### config.mk
export PLATFORM = sky130hd
export DESIGN_NAME = parbus_master
export DESIGN_NICKNAME = d
export VERILOG_FILES = /design/src/rtl/parbus_pkg.sv /design/src/rtl/parbus_phase_ctr.sv /design/src/rtl/parbus_pins.sv /design/src/rtl/parbus_master.sv
export SDC_FILE = /design/constraint.sdc
export NUM_CORES = 1
export LEC_CHECK = 0
export BUFFER_PORTS_ARGS = -buffer_cell sky130_fd_sc_hd__buf_2
export CORE_MARGIN = 3
export CORE_UTILIZATION = 40
export CTS_BUF_LIST = sky130_fd_sc_hd__clkbuf_8
export CTS_CLUSTER_SIZE = 14
export DETAILED_ROUTE_END_ITERATION = 7
export GPL_TIMING_DRIVEN = 0
export PLACE_DENSITY = 0.69
export SYNTH_ARGS = -nofsm -noshare
export SYNTH_HDL_FRONTEND = slang
export SYNTH_SLANG_ARGS = --single-unit
### constraint.sdc
create_clock -name clk -period 4.8 [get_ports clk]
set_clock_uncertainty 0.05 [all_clocks]
set_input_delay 0.72 -clock clk [delete_from_list [all_inputs] [get_ports clk]]
set_output_delay 0.72 -clock clk [all_outputs]
set_load 0.01 [all_outputs]
### src/rtl/parbus_pkg.sv
package parbus_pkg;

  localparam int SHORT_W = 4;
  localparam int LONG_W  = 8;

  typedef enum logic [2:0] {
    PH_IDLE, PH_SETUP, PH_ADV, PH_MUX, PH_STRB, PH_WAIT, PH_CAPT, PH_HOLD
  } phase_e;

  typedef struct packed {
    logic [SHORT_W-1:0] setup;
    logic [SHORT_W-1:0] adv;
    logic [SHORT_W-1:0] mux;
    logic [SHORT_W-1:0] we;
    logic [SHORT_W-1:0] hold;
    logic [LONG_W-1:0]  oe;
    logic [LONG_W-1:0]  tmo;
    logic               muxed;
    logic               wide;
    logic               rdy_early;
  } timing_t;

  localparam timing_t TIMING_RESET = '{setup: 4'd4, adv: 4'd1, mux: 4'd1, we: 4'd1,
                                       hold: 4'd1, oe: 8'd1, tmo: 8'd3,
                                       muxed: 1'b0, wide: 1'b0, rdy_early: 1'b0};

endpackage

### src/rtl/parbus_phase_ctr.sv
module parbus_phase_ctr #(
  parameter int W = 8
) (
  input  logic         clk,
  input  logic         rst_n,
  input  logic         load,
  input  logic [W-1:0] val,
  output logic         zero
);

  logic [W-1:0] cnt_q;
  logic [W-1:0] cnt_d;
  logic         cnt_en;

  assign zero   = (cnt_q == '0);
  assign cnt_en = load | ~zero;

  always_comb begin
    cnt_d = cnt_q;
    if (load)       cnt_d = val;
    else if (!zero) cnt_d = cnt_q - 1'b1;
  end

  always_ff @(posedge clk or negedge rst_n) begin
    if (!rst_n)      cnt_q <= '0;
    else if (cnt_en) cnt_q <= cnt_d;
  end

endmodule

### src/rtl/parbus_pins.sv
module parbus_pins #(
  parameter  int CSN = 8,
  localparam int CSW = $clog2(CSN)
) (
  input  logic           cs_on,
  input  logic           adv_on,
  input  logic           oe_on,
  input  logic           we_on,
  input  logic [CSW-1:0] cs_sel,
  input  logic           cs_hi,
  input  logic           adv_hi,
  input  logic           strb_hi,
  output logic [CSN-1:0] cs_pin,
  output logic           adv_pin,
  output logic           oe_pin,
  output logic           we_pin
);

  for (genvar g = 0; g < CSN; g++) begin : g_cs
    assign cs_pin[g] = (cs_on & (cs_sel == CSW'(g))) ^ ~cs_hi;
  end

  assign adv_pin = adv_on ^ ~adv_hi;
  assign oe_pin  = oe_on  ^ ~strb_hi;
  assign we_pin  = we_on  ^ ~strb_hi;

endmodule

### src/rtl/parbus_master.sv
module parbus_master
  import parbus_pkg::*;
#(
  parameter  int AW  = 28,
  parameter  int DW  = 32,
  parameter  int CSN = 8,
  localparam int CSW = $clog2(CSN),
  localparam int HW  = DW / 2
) (
  input  logic                clk,
  input  logic                rst_n,
  input  logic                req_valid,
  output logic                req_ready,
  input  logic                req_write,
  input  logic [AW-1:0]       req_addr,
  input  logic [DW-1:0]       req_wdata,
  output logic                rsp_done,
  output logic                rsp_timeout,
  output logic [DW-1:0]       rsp_rdata,
  input  logic [SHORT_W-1:0]  cfg_setup,
  input  logic [SHORT_W-1:0]  cfg_adv,
  input  logic [SHORT_W-1:0]  cfg_mux,
  input  logic [SHORT_W-1:0]  cfg_we,
  input  logic [SHORT_W-1:0]  cfg_hold,
  input  logic [LONG_W-1:0]   cfg_oe,
  input  logic [LONG_W-1:0]   cfg_tmo,
  input  logic                cfg_muxed,
  input  logic                cfg_wide,
  input  logic                cfg_rdy_early,
  input  logic [CSW-1:0]      cfg_cs_sel,
  input  logic                cfg_rdy_hi,
  input  logic                cfg_adv_hi,
  input  logic                cfg_cs_hi,
  input  logic                cfg_strb_hi,
  output logic [CSN-1:0]      bus_cs,
  output logic                bus_adv,
  output logic                bus_oe,
  output logic                bus_we,
  output logic [AW-1:0]       bus_addr,
  output logic [DW-1:0]       bus_dout,
  output logic                bus_doe,
  input  logic [DW-1:0]       bus_din,
  input  logic                bus_rdy
);

  // reset: asynchronous assertion, synchronous release
  logic [1:0] rsync_q;
  logic       rst_nq;

  always_ff @(posedge clk or negedge rst_n) begin
    if (!rst_n) rsync_q <= '0;
    else        rsync_q <= {rsync_q[0], 1'b1};
  end
  assign rst_nq = rsync_q[1];

  phase_e         st_q, st_d;
  timing_t        tm_q, tm_d;
  logic [CSW-1:0] sel_q, sel_d;
  logic           wr_q, wr_d;
  logic [AW-1:0]  addr_q, addr_d;
  logic [DW-1:0]  wd_q, wd_d;
  logic [DW-1:0]  rd_q, rd_d;
  logic           done_q, done_d;
  logic           to_q, to_d;
  logic           capture;
  logic           ctr_load;
  logic [LONG_W-1:0] ctr_val;
  logic           ctr_zero;
  logic           rdy_on;
  logic [DW-1:0]  lane_mask;
  logic           addr_ph;
  logic           strb_ph;

  function automatic logic [LONG_W-1:0] widen(input logic [SHORT_W-1:0] v);
    return LONG_W'(v);
  endfunction

  assign rdy_on    = cfg_rdy_hi ? bus_rdy : ~bus_rdy;
  assign lane_mask = tm_q.wide ? {DW{1'b1}} : {{HW{1'b0}}, {HW{1'b1}}};

  // next-state logic
  always_comb begin
    st_d    = st_q;
    tm_d    = tm_q;
    sel_d   = sel_q;
    wr_d    = wr_q;
    addr_d  = addr_q;
    wd_d    = wd_q;
    rd_d    = rd_q;
    to_d    = to_q;
    done_d  = 1'b0;
    capture = 1'b0;
    case (st_q)
      PH_IDLE: if (req_valid) begin
        st_d   = PH_SETUP;
        tm_d   = '{setup: cfg_setup, adv: cfg_adv, mux: cfg_mux, we: cfg_we,
                   hold: cfg_hold, oe: cfg_oe, tmo: cfg_tmo, muxed: cfg_muxed,
                   wide: cfg_wide, rdy_early: cfg_rdy_early};
        sel_d  = cfg_cs_sel;
        wr_d   = req_write;
        addr_d = req_addr;
        wd_d   = req_wdata;
        rd_d   = '0;
        to_d   = 1'b0;
      end
      PH_SETUP: if (ctr_zero) st_d = PH_ADV;
      PH_ADV:   if (ctr_zero) st_d = tm_q.muxed ? PH_MUX : PH_STRB;
      PH_MUX:   if (ctr_zero) st_d = PH_STRB;
      PH_STRB:  if (ctr_zero) st_d = PH_WAIT;
      PH_WAIT: begin
        if (rdy_on) begin
          if (tm_q.rdy_early) st_d = PH_CAPT;
          else begin
            st_d    = PH_HOLD;
            capture = 1'b1;
          end
        end else if (ctr_zero) begin
          st_d = PH_HOLD;
          to_d = 1'b1;
        end
      end
      PH_CAPT: begin
        st_d    = PH_HOLD;
        capture = 1'b1;
      end
      PH_HOLD: if (ctr_zero) begin
        st_d   = PH_IDLE;
        done_d = 1'b1;
      end
      default: st_d = PH_IDLE;
    endcase
    if (capture && !wr_q) rd_d = bus_din & lane_mask;

    ctr_load = (st_d != st_q);
    case (st_d)
      PH_SETUP: ctr_val = widen(tm_d.setup);
      PH_ADV:   ctr_val = widen(tm_d.adv);
      PH_MUX:   ctr_val = widen(tm_d.mux);
      PH_STRB:  ctr_val = wr_d ? widen(tm_d.we) : tm_d.oe;
      PH_WAIT:  ctr_val = tm_d.tmo;
      PH_HOLD:  ctr_val = widen(tm_d.hold);
      default:  ctr_val = '0;
    endcase
  end

  // registers
  always_ff @(posedge clk or negedge rst_nq) begin
    if (!rst_nq) begin
      st_q   <= PH_IDLE;
      tm_q   <= TIMING_RESET;
      sel_q  <= '0;
      wr_q   <= 1'b0;
      addr_q <= '0;
      wd_q   <= '0;
      rd_q   <= '0;
      done_q <= 1'b0;
      to_q   <= 1'b0;
    end else begin
      st_q   <= st_d;
      tm_q   <= tm_d;
      sel_q  <= sel_d;
      wr_q   <= wr_d;
      addr_q <= addr_d;
      wd_q   <= wd_d;
      rd_q   <= rd_d;
      done_q <= done_d;
      to_q   <= to_d;
    end
  end

  parbus_phase_ctr #(.W(LONG_W)) i_ctr (
    .clk   (clk),
    .rst_n (rst_nq),
    .load  (ctr_load),
    .val   (ctr_val),
    .zero  (ctr_zero)
  );

  assign addr_ph = tm_q.muxed & ((st_q == PH_ADV) | (st_q == PH_MUX));
  assign strb_ph = (st_q == PH_STRB) | (st_q == PH_WAIT) | (st_q == PH_CAPT);

  parbus_pins #(.CSN(CSN)) i_pins (
    .cs_on   (st_q != PH_IDLE),
    .adv_on  (st_q == PH_ADV),
    .oe_on   (strb_ph & ~wr_q),
    .we_on   (strb_ph & wr_q),
    .cs_sel  (sel_q),
    .cs_hi   (cfg_cs_hi),
    .adv_hi  (cfg_adv_hi),
    .strb_hi (cfg_strb_hi),
    .cs_pin  (bus_cs),
    .adv_pin (bus_adv),
    .oe_pin  (bus_oe),
    .we_pin  (bus_we)
  );

  assign bus_addr    = addr_q;
  assign bus_doe     = addr_ph | (wr_q & strb_ph);
  assign bus_dout    = addr_ph ? (DW'(addr_q) & lane_mask)
                     : (wr_q & strb_ph) ? (wd_q & lane_mask) : '0;
  assign req_ready   = (st_q == PH_IDLE);
  assign rsp_done    = done_q;
  assign rsp_timeout = done_q & to_q;
  assign rsp_rdata   = rd_q;


  cs_onehot_chk: assert property (@(posedge clk) disable iff (!rst_nq)
    $onehot0(cfg_cs_hi ? bus_cs : ~bus_cs));


  read_no_drive_chk: assert property (@(posedge clk) disable iff (!rst_nq)
    (cfg_strb_hi ? bus_oe : ~bus_oe) |-> !bus_doe);


  done_pulse_chk: assert property (@(posedge clk) disable iff (!rst_nq)
    rsp_done |=> !rsp_done);


  done_idle_chk: assert property (@(posedge clk) disable iff (!rst_nq)
    rsp_done |-> req_ready);


  hold_cs_chk: assert property (@(posedge clk) disable iff (!rst_nq)
    (st_q == PH_HOLD) |-> ((cfg_cs_hi ? bus_cs : ~bus_cs) != '0));


  phase_hold_chk: assert property (@(posedge clk) disable iff (!rst_nq)
    (st_q != PH_IDLE && st_q != PH_WAIT && st_q != PH_CAPT && !ctr_zero)
      |=> (st_q == $past(st_q)));

endmodule

[Yosys cells after proc, flatten, opt, wreduce, memory -nomap -nowiden]
Index checks and enable logic that the tools add are counted.
Cells by class
  $add $sub $neg: 1
  $mul: 0
  div/mod/pow operators: 0
  magnitude comparators: 0
  equality and inequality tests: 25
  shift-type cells: 0
  mux-type cells: 35
  bitwise operators: 37
  reduce and logical (&&, ||, !) cells: 13
Operators by type and width (number)
  2-to-1 mux 32 bit: 6
  2-to-1 mux 39 bit: 2
  bitwise AND 32 bit: 2
  case mux 8 bit (6 select lines): 1
  equality test 3 bit (second input constant): 11
  bitwise AND 28 x 32 -> 32 bit: 1
  2-to-1 mux 3 bit: 9
  2-to-1 mux 8 bit: 3
  case mux 3 bit (8 select lines): 1
  equality test 3 x 2 -> 1 bit (second input constant): 6
  bitwise AND 1 bit: 12
  2-to-1 mux 1 bit: 11
  bitwise XOR 1 bit: 11
  equality test 3 x 1 -> 1 bit (second input constant): 3
  logical NOT 8 bit: 1
  subtractor 8 x 1 -> 8 bit (second input constant): 1
  logical NOT 3 bit: 2
  NOT 1 bit: 6
  AND reduction 2 bit: 3
  nonzero test 2 bit: 3
  OR 1 bit: 5
  != test 2 x 1 -> 1 bit (second input constant): 2
  != test 2 bit (second input constant): 2
  case mux 1 bit (2 select lines): 2
  other kinds (5): 5
Word-level totals
  register bits: 150
  bits in latches: 0
  RAM bits: 0
  ROM bits: 0
  memories: 0

[Longest topological paths before layout]
  word-level depth: 7
  mapped depth: 10
  depth with buffers taken out: 9

[Modules after synthesis]
From an unflattened synthesis, not the netlist that was laid out.
Second synthesis, totals
  cells, all modules: 737
  area total of the unflattened synthesis: 7060.5 sq um
Modules (own cells, without submodules)
  parbus_master: times used 1, cells each 662, area each 6384.9 sq um, seq. area each 3563.4 sq um
  parbus_phase_ctr: times used 1, cells each 55, area each 489.2 sq um, seq. area each 200.2 sq um
  parbus_pins: times used 1, cells each 20, area each 186.4 sq um, seq. area each 0.0 sq um

[Worst setup path after synthesis]
Ideal clock, no wire load.
  path type: register to output
  start: reg st_q[0]
  end: out bus_dout[18]
  arrival time: 1.769 ns
  data required time: 4.030 ns
  path slack: 2.261 ns
  stages on the path, launching flop included: 8
  path through: dfrtp_1 -> buf_2 -> nand2_1 -> and3_1 -> or2_2 -> nand2_1 -> clkbuf_1 -> a21oi_1
Between the ends
  longest elaborated chain between the ends: 6
  elaborated cells between the ends (all ways): 12
  classes of those cells: eq/ne: 5; mux: 2; bitwise: 5
RTL lines
  from (decl): RTL line parbus_master.sv:56  | phase_e st_q, st_d;
  from (signal assigned): RTL line parbus_master.sv:159  | st_q <= st_d;
  equality test 3 bit: RTL line parbus_master.sv:180  | assign strb_ph = (st_q == PH_STRB) | (st_q == PH_WAIT) | (st_q == PH_CAPT);
  OR 1 bit (2 in series): RTL line parbus_master.sv:180
  bitwise AND 1 bit: RTL line parbus_master.sv:200  | : (wr_q & strb_ph) ? (wd_q & lane_mask) : '0;
  2-to-1 mux 32 bit: RTL line parbus_master.sv:200
  2-to-1 mux 32 bit (*): RTL line parbus_master.sv:199  | assign bus_dout = addr_ph ? (DW'(addr_q) & lane_mask)
  to (decl): RTL line parbus_master.sv:40  | output logic [DW-1:0] bus_dout,
Mark *: on every way between the ends. The rest lies on a longest branch, timed or not.

[Final worst setup path]
  start: reg st_q[0]
  end: out bus_dout[19]
The elaborated chain is that of the path after synthesis.

==> summary.txt <==
Yosys
  • Portion of synthesized cell area occupied by the leading cell type: between 50% and 60%
  • #FFs+latches synth: 150
  • Most used DFF post-synth: sky130_fd_sc_hd__dfrtp_1
  • Async S/R FF share, synth: between 90% and 100%
  • Most area-hungry cell type in the Yosys netlist: sky130_fd_sc_hd__dfrtp_1
  • Number of synthesized flops with an enable pin: 0
  • Combined area of all synthesized cells: between 0.006 and 0.007 sq mm
  • Number of nets produced by synthesis: a little over 900
  • Synthesized area per cell: 8.851 sq um
  • Netlist cell types: 53
  • Sequential element share of the synthesized area: between 50 and 60%
  • Top cells by area in the synthesized netlist: sky130_fd_sc_hd__dfrtp_1, sky130_fd_sc_hd__nand2_1, sky130_fd_sc_hd__a22o_1, sky130_fd_sc_hd__dfstp_2, sky130_fd_sc_hd__a21oi_1
  • Synth Instances: slightly below 800
  • Synthesis warning total: 0

CTS
  • Clk buf depth: 2
  • Buffer cell driving the clock tree root: sky130_fd_sc_hd__clkbuf_8
  • Clock network latency to the later pin of the worst-skew pair: between 0.4 and 0.5 ns
  • Reg clk slew, reported paths: roughly 0.08 ns
  • H-tree levels: 4
  • Total clock buffers created by CTS: 17
  • Clock tree from TritonCTS: built
  • Number of buffers inserted to repair setup after CTS: 0
  • Clock net sink count: 150

STA
  • Setup slack after layout: ~1.2 ns
  • Worst-margin pin slew: 0.6737 ns
  • Final slew viol count: 0
  • Unrepaired setup endpoints after global routing: no
  • Number of setup violations in the final report: 0
  • Time the worst path needs with I/O delays and setup: approximately 3.6 ns
  • Hold slack: around 0.31 ns
  • Fraction of the cycle the final worst path needs: around 75%
  • Total negative setup slack: 0 ns
  • Worst slew margin relative to its limit: a little under three fifths
  • Final hold violation count: 0
  • Maximum frequency from static timing analysis: roughly 280 MHz

GRT
  • Global-route wire length before repair: 31.58 mm
  • GRT overflow: 0
  • Maximum number of pins on one net before global-route repair: 54
  • Vias in the first global route: about 6k
  • Global routing met1 resource utilization: between 20% and 30%
  • M3 GR Usage: 7.122%
  • Global-route total usage across every layer: 21.71%
  • Antenna violations before repair: 3
  • Layer carrying the most global-route usage: met2
  • Fraction of met2 tracks used by global routing: 34.41%

Final layout
  • Number of non-filler instances in the completed layout: 1285
  • Number of fill cells in the layout: about 1.6k
  • Diodes inserted: 0
  • Total number of nets in the final design: between 1k and 1.5k
  • Proportion of layout cells with a drive suffix above 1: between 30% and 40%
  • Area growth from synthesis to final layout: 28.80%

Drt
  • Total number of vias: 6368
  • Number of DRC violations after detailed routing: 0
  • Number of design-rule violations left by the first detailed-router iteration: about 290
  • Count of antenna-violating nets left after detailed routing: 0
  • Wire length after detailed routing: 20.62 mm
  • DRT Pass-1 Iters: 5
  • Per-cell routed wire length: roughly 16 microns
  • Ratio of routed vias to standard cells: about 5.0

Power and ir drop
  • Clock share of power: between 10% and 20%
  • Internal: 0.003408 W
  • Switching share of power: between 40 and 50%
  • Seq pwr share: roughly 40%
  • Net switching power of the design: 0.002322 W
  • Power per standard cell area: around 640 mW/mm^2
  • Part of the power in combinational logic: 42.3%
  • IR Drop Worst-Case VDD: around 300 uV
  • LEAKAGE: roughly 4.8 nW

Status
  • Run status: completed

Place
  • Total instance count after detailed placement: ~1.3k
  • Port Buffers: ~250
  • Final HPWL DP: about 16 mm
  • Dpl ws: around 1.4 ns
  • Final weighted congestion in routability-driven placement: ~0.89

Floorplanning
  • Std-Cell Core Area: 0.01676 sq mm
  • Die span in y: roughly 140 microns
  • Number of placed I/O pins: 250
  • Row count: between 40 and 50
  • Width of the die: ~140 microns
  • Effective utilization at floorplan: about 41%
  • Overall die area: 0.01892 sq mm

Setup path
  • Data required time of the worst path: 4.03 ns
  • Critical path launch point type: flop
  • Top fanout value on the critical path: 10
  • Crit Path Category: flop to output port
  • Crit. End Element: output port
  • Worst endpoint data arrival time: 2.84 ns

Worst hold path
  • Type of the tightest min-delay check: flop to async pin

Run
  • Number of max-cap violations: 0
[final timing paths]
path,startpoint,endpoint,slack (ns),depth (start not counted)
worst max-delay path,st_q[0],bus_dout[19],1.19,8
worst min-delay path,rsync_q[1],bus_addr[16],0.31,0
worst max register to register,st_q[0],bus_addr[20],1.79,7
worst min register to register,rsync_q[1],bus_addr[16],0.31,0
max in group asynchronous,rsync_q[1],tm_q[19],3.64,1
min in group clk,rsync_q[0],rsync_q[1],0.31,0
[power groups by stage]
stage / sequential, W / combinational [W] / clock, W
after floorplan: 0.00233 / 0.00148 / 0
after global placement: 0.00231 / 0.00238 / 0
after detailed placement: 0.00231 / 0.00244 / 0
after CTS: 0.00229 / 0.00245 / 0.00104
after global routing: 0.00237 / 0.00273 / 0.00109
final: 0.00229 / 0.00243 / 0.00101
[kinds of logic after synthesis]
| kind of cell | share of synthesized area (%) |
|---|---|
| XOR/XNOR | 1.772 |
| AND/OR/NAND/NOR | 27.13 |
| buffers and inverters | 3.199 |
| adder cells (fa/ha/maj) | 0.1807 |
| AO/OA/AOI/OAI | 11.30 |
| multiplexers | 1.988 |
| flip-flops | 54.37 |
| other | 0.05418 |
[state kept, by name (all words and copies together) (netlist names)]
signal       cells
rsp_done         1
wd_q            32
rsync_q          2
sel_q            3
to_q             1
i_ctr.cnt_q      8
bus_addr        28
wr_q             1
tm_q            39
rsp_rdata       32
st_q             3
[placed cells by master (no fill, tap or decap), types with 6 or more instances in the layout]
master                     synthesis  layout
sky130_fd_sc_hd__dfstp_2           8       8
sky130_fd_sc_hd__xnor2_1          12      12
sky130_fd_sc_hd__clkbuf_8          0      18
sky130_fd_sc_hd__nand2_1         365     365
sky130_fd_sc_hd__nand2b_1          6       6
sky130_fd_sc_hd__clkbuf_1         26      26
sky130_fd_sc_hd__nor3_1            8       8
sky130_fd_sc_hd__a21oi_1          26      26
sky130_fd_sc_hd__mux2_2           10      10
sky130_fd_sc_hd__buf_2             9     257
sky130_fd_sc_hd__dfrtp_1         142     141
sky130_fd_sc_hd__nor2_1           19      19
sky130_fd_sc_hd__o21ai_0          24      24
sky130_fd_sc_hd__buf_1             6       6
sky130_fd_sc_hd__and3_1            9       9
sky130_fd_sc_hd__nand3_1           8       8
sky130_fd_sc_hd__a22o_1           33      33
[layer usage]
metal / vias up / routed length [microns] / part of all wire [%]
li1: 3117 / - / -
met1: 2967 / 8796 / 43
met2: 247 / 9672 / 47
met3: 31 / 1731 / 8.4
met4: 6 / 388 / 1.9
met5: - / 30 / 0.15
[worst max-delay path, cell delays in order (launching register included)]
cell,delay (ns)
sky130_fd_sc_hd__dfrtp_1,0.51
sky130_fd_sc_hd__buf_2,0.27
sky130_fd_sc_hd__nand2_1,0.16
sky130_fd_sc_hd__and3_1,0.28
sky130_fd_sc_hd__or2_2,0.30
sky130_fd_sc_hd__nand2_1,0.15
sky130_fd_sc_hd__clkbuf_1,0.43
sky130_fd_sc_hd__a21oi_1,0.10
sky130_fd_sc_hd__buf_2,0.18
[area by class of cell]
cell class | count | area (sq um) | share of cell area, %
Buffer | 45 | 206.4 | 2.316
Clock buffer | 18 | 247.7 | 2.779
Clock inverter | 14 | 160.2 | 1.796
Inverter | 4 | 15.01 | 0.1684
Multi-Input combinational cell | 583 | 2937 | 32.94
Sequential cell | 150 | 3767 | 42.26
Tap cell | 220 | 275.3 | 3.088
Timing Repair Buffer | 251 | 1306 | 14.65
[stage by stage]
stage	area [sq um]	total power [W]	utilization, %
finish	8915	0.005729	53.19
global route	8915	0.006182	53.19
CTS	8915	0.005779	53.19
detailed placement	8497	0.004754	50.70
global placement	8438	0.004689	50.35
floorplan	6922	0.003819	-
[timing repair]
item | 4_1_cts | 5_1_grt
hold endpoints to repair | 2 | 0
hold buffers | 1 | 0
resized for setup | 0 | 0
[cell usage after synthesis (2+ instances only)]
cell type and number:
sky130_fd_sc_hd__nand2_1 365, sky130_fd_sc_hd__nand4_1 4, sky130_fd_sc_hd__a31oi_1 2, sky130_fd_sc_hd__and3b_1 2
sky130_fd_sc_hd__buf_6 3, sky130_fd_sc_hd__o2111ai_1 2, sky130_fd_sc_hd__a21o_1 2, sky130_fd_sc_hd__a32o_1 2
sky130_fd_sc_hd__and3_1 9, sky130_fd_sc_hd__buf_1 6, sky130_fd_sc_hd__and4_1 3, sky130_fd_sc_hd__o211ai_1 5
sky130_fd_sc_hd__inv_1 3, sky130_fd_sc_hd__o21ai_1 2, sky130_fd_sc_hd__or3_1 2, sky130_fd_sc_hd__or4b_4 2
sky130_fd_sc_hd__dfrtp_1 142, sky130_fd_sc_hd__o21ai_0 24, sky130_fd_sc_hd__nor2_1 19, sky130_fd_sc_hd__and2_1 3
sky130_fd_sc_hd__nand3_1 8, sky130_fd_sc_hd__buf_2 9, sky130_fd_sc_hd__nor2b_1 2, sky130_fd_sc_hd__xnor2_1 12
sky130_fd_sc_hd__nor3_1 8, sky130_fd_sc_hd__mux2_2 10, sky130_fd_sc_hd__nor4b_4 3, sky130_fd_sc_hd__or2_2 3
sky130_fd_sc_hd__nand2b_1 6, sky130_fd_sc_hd__o31ai_1 3, sky130_fd_sc_hd__a21oi_1 26, sky130_fd_sc_hd__a22o_1 33
sky130_fd_sc_hd__clkbuf_1 26, sky130_fd_sc_hd__a22oi_1 4, sky130_fd_sc_hd__dfstp_2 8, sky130_fd_sc_hd__xor2_1 2
No activity file was read; power rests on OpenSTA's default activity.
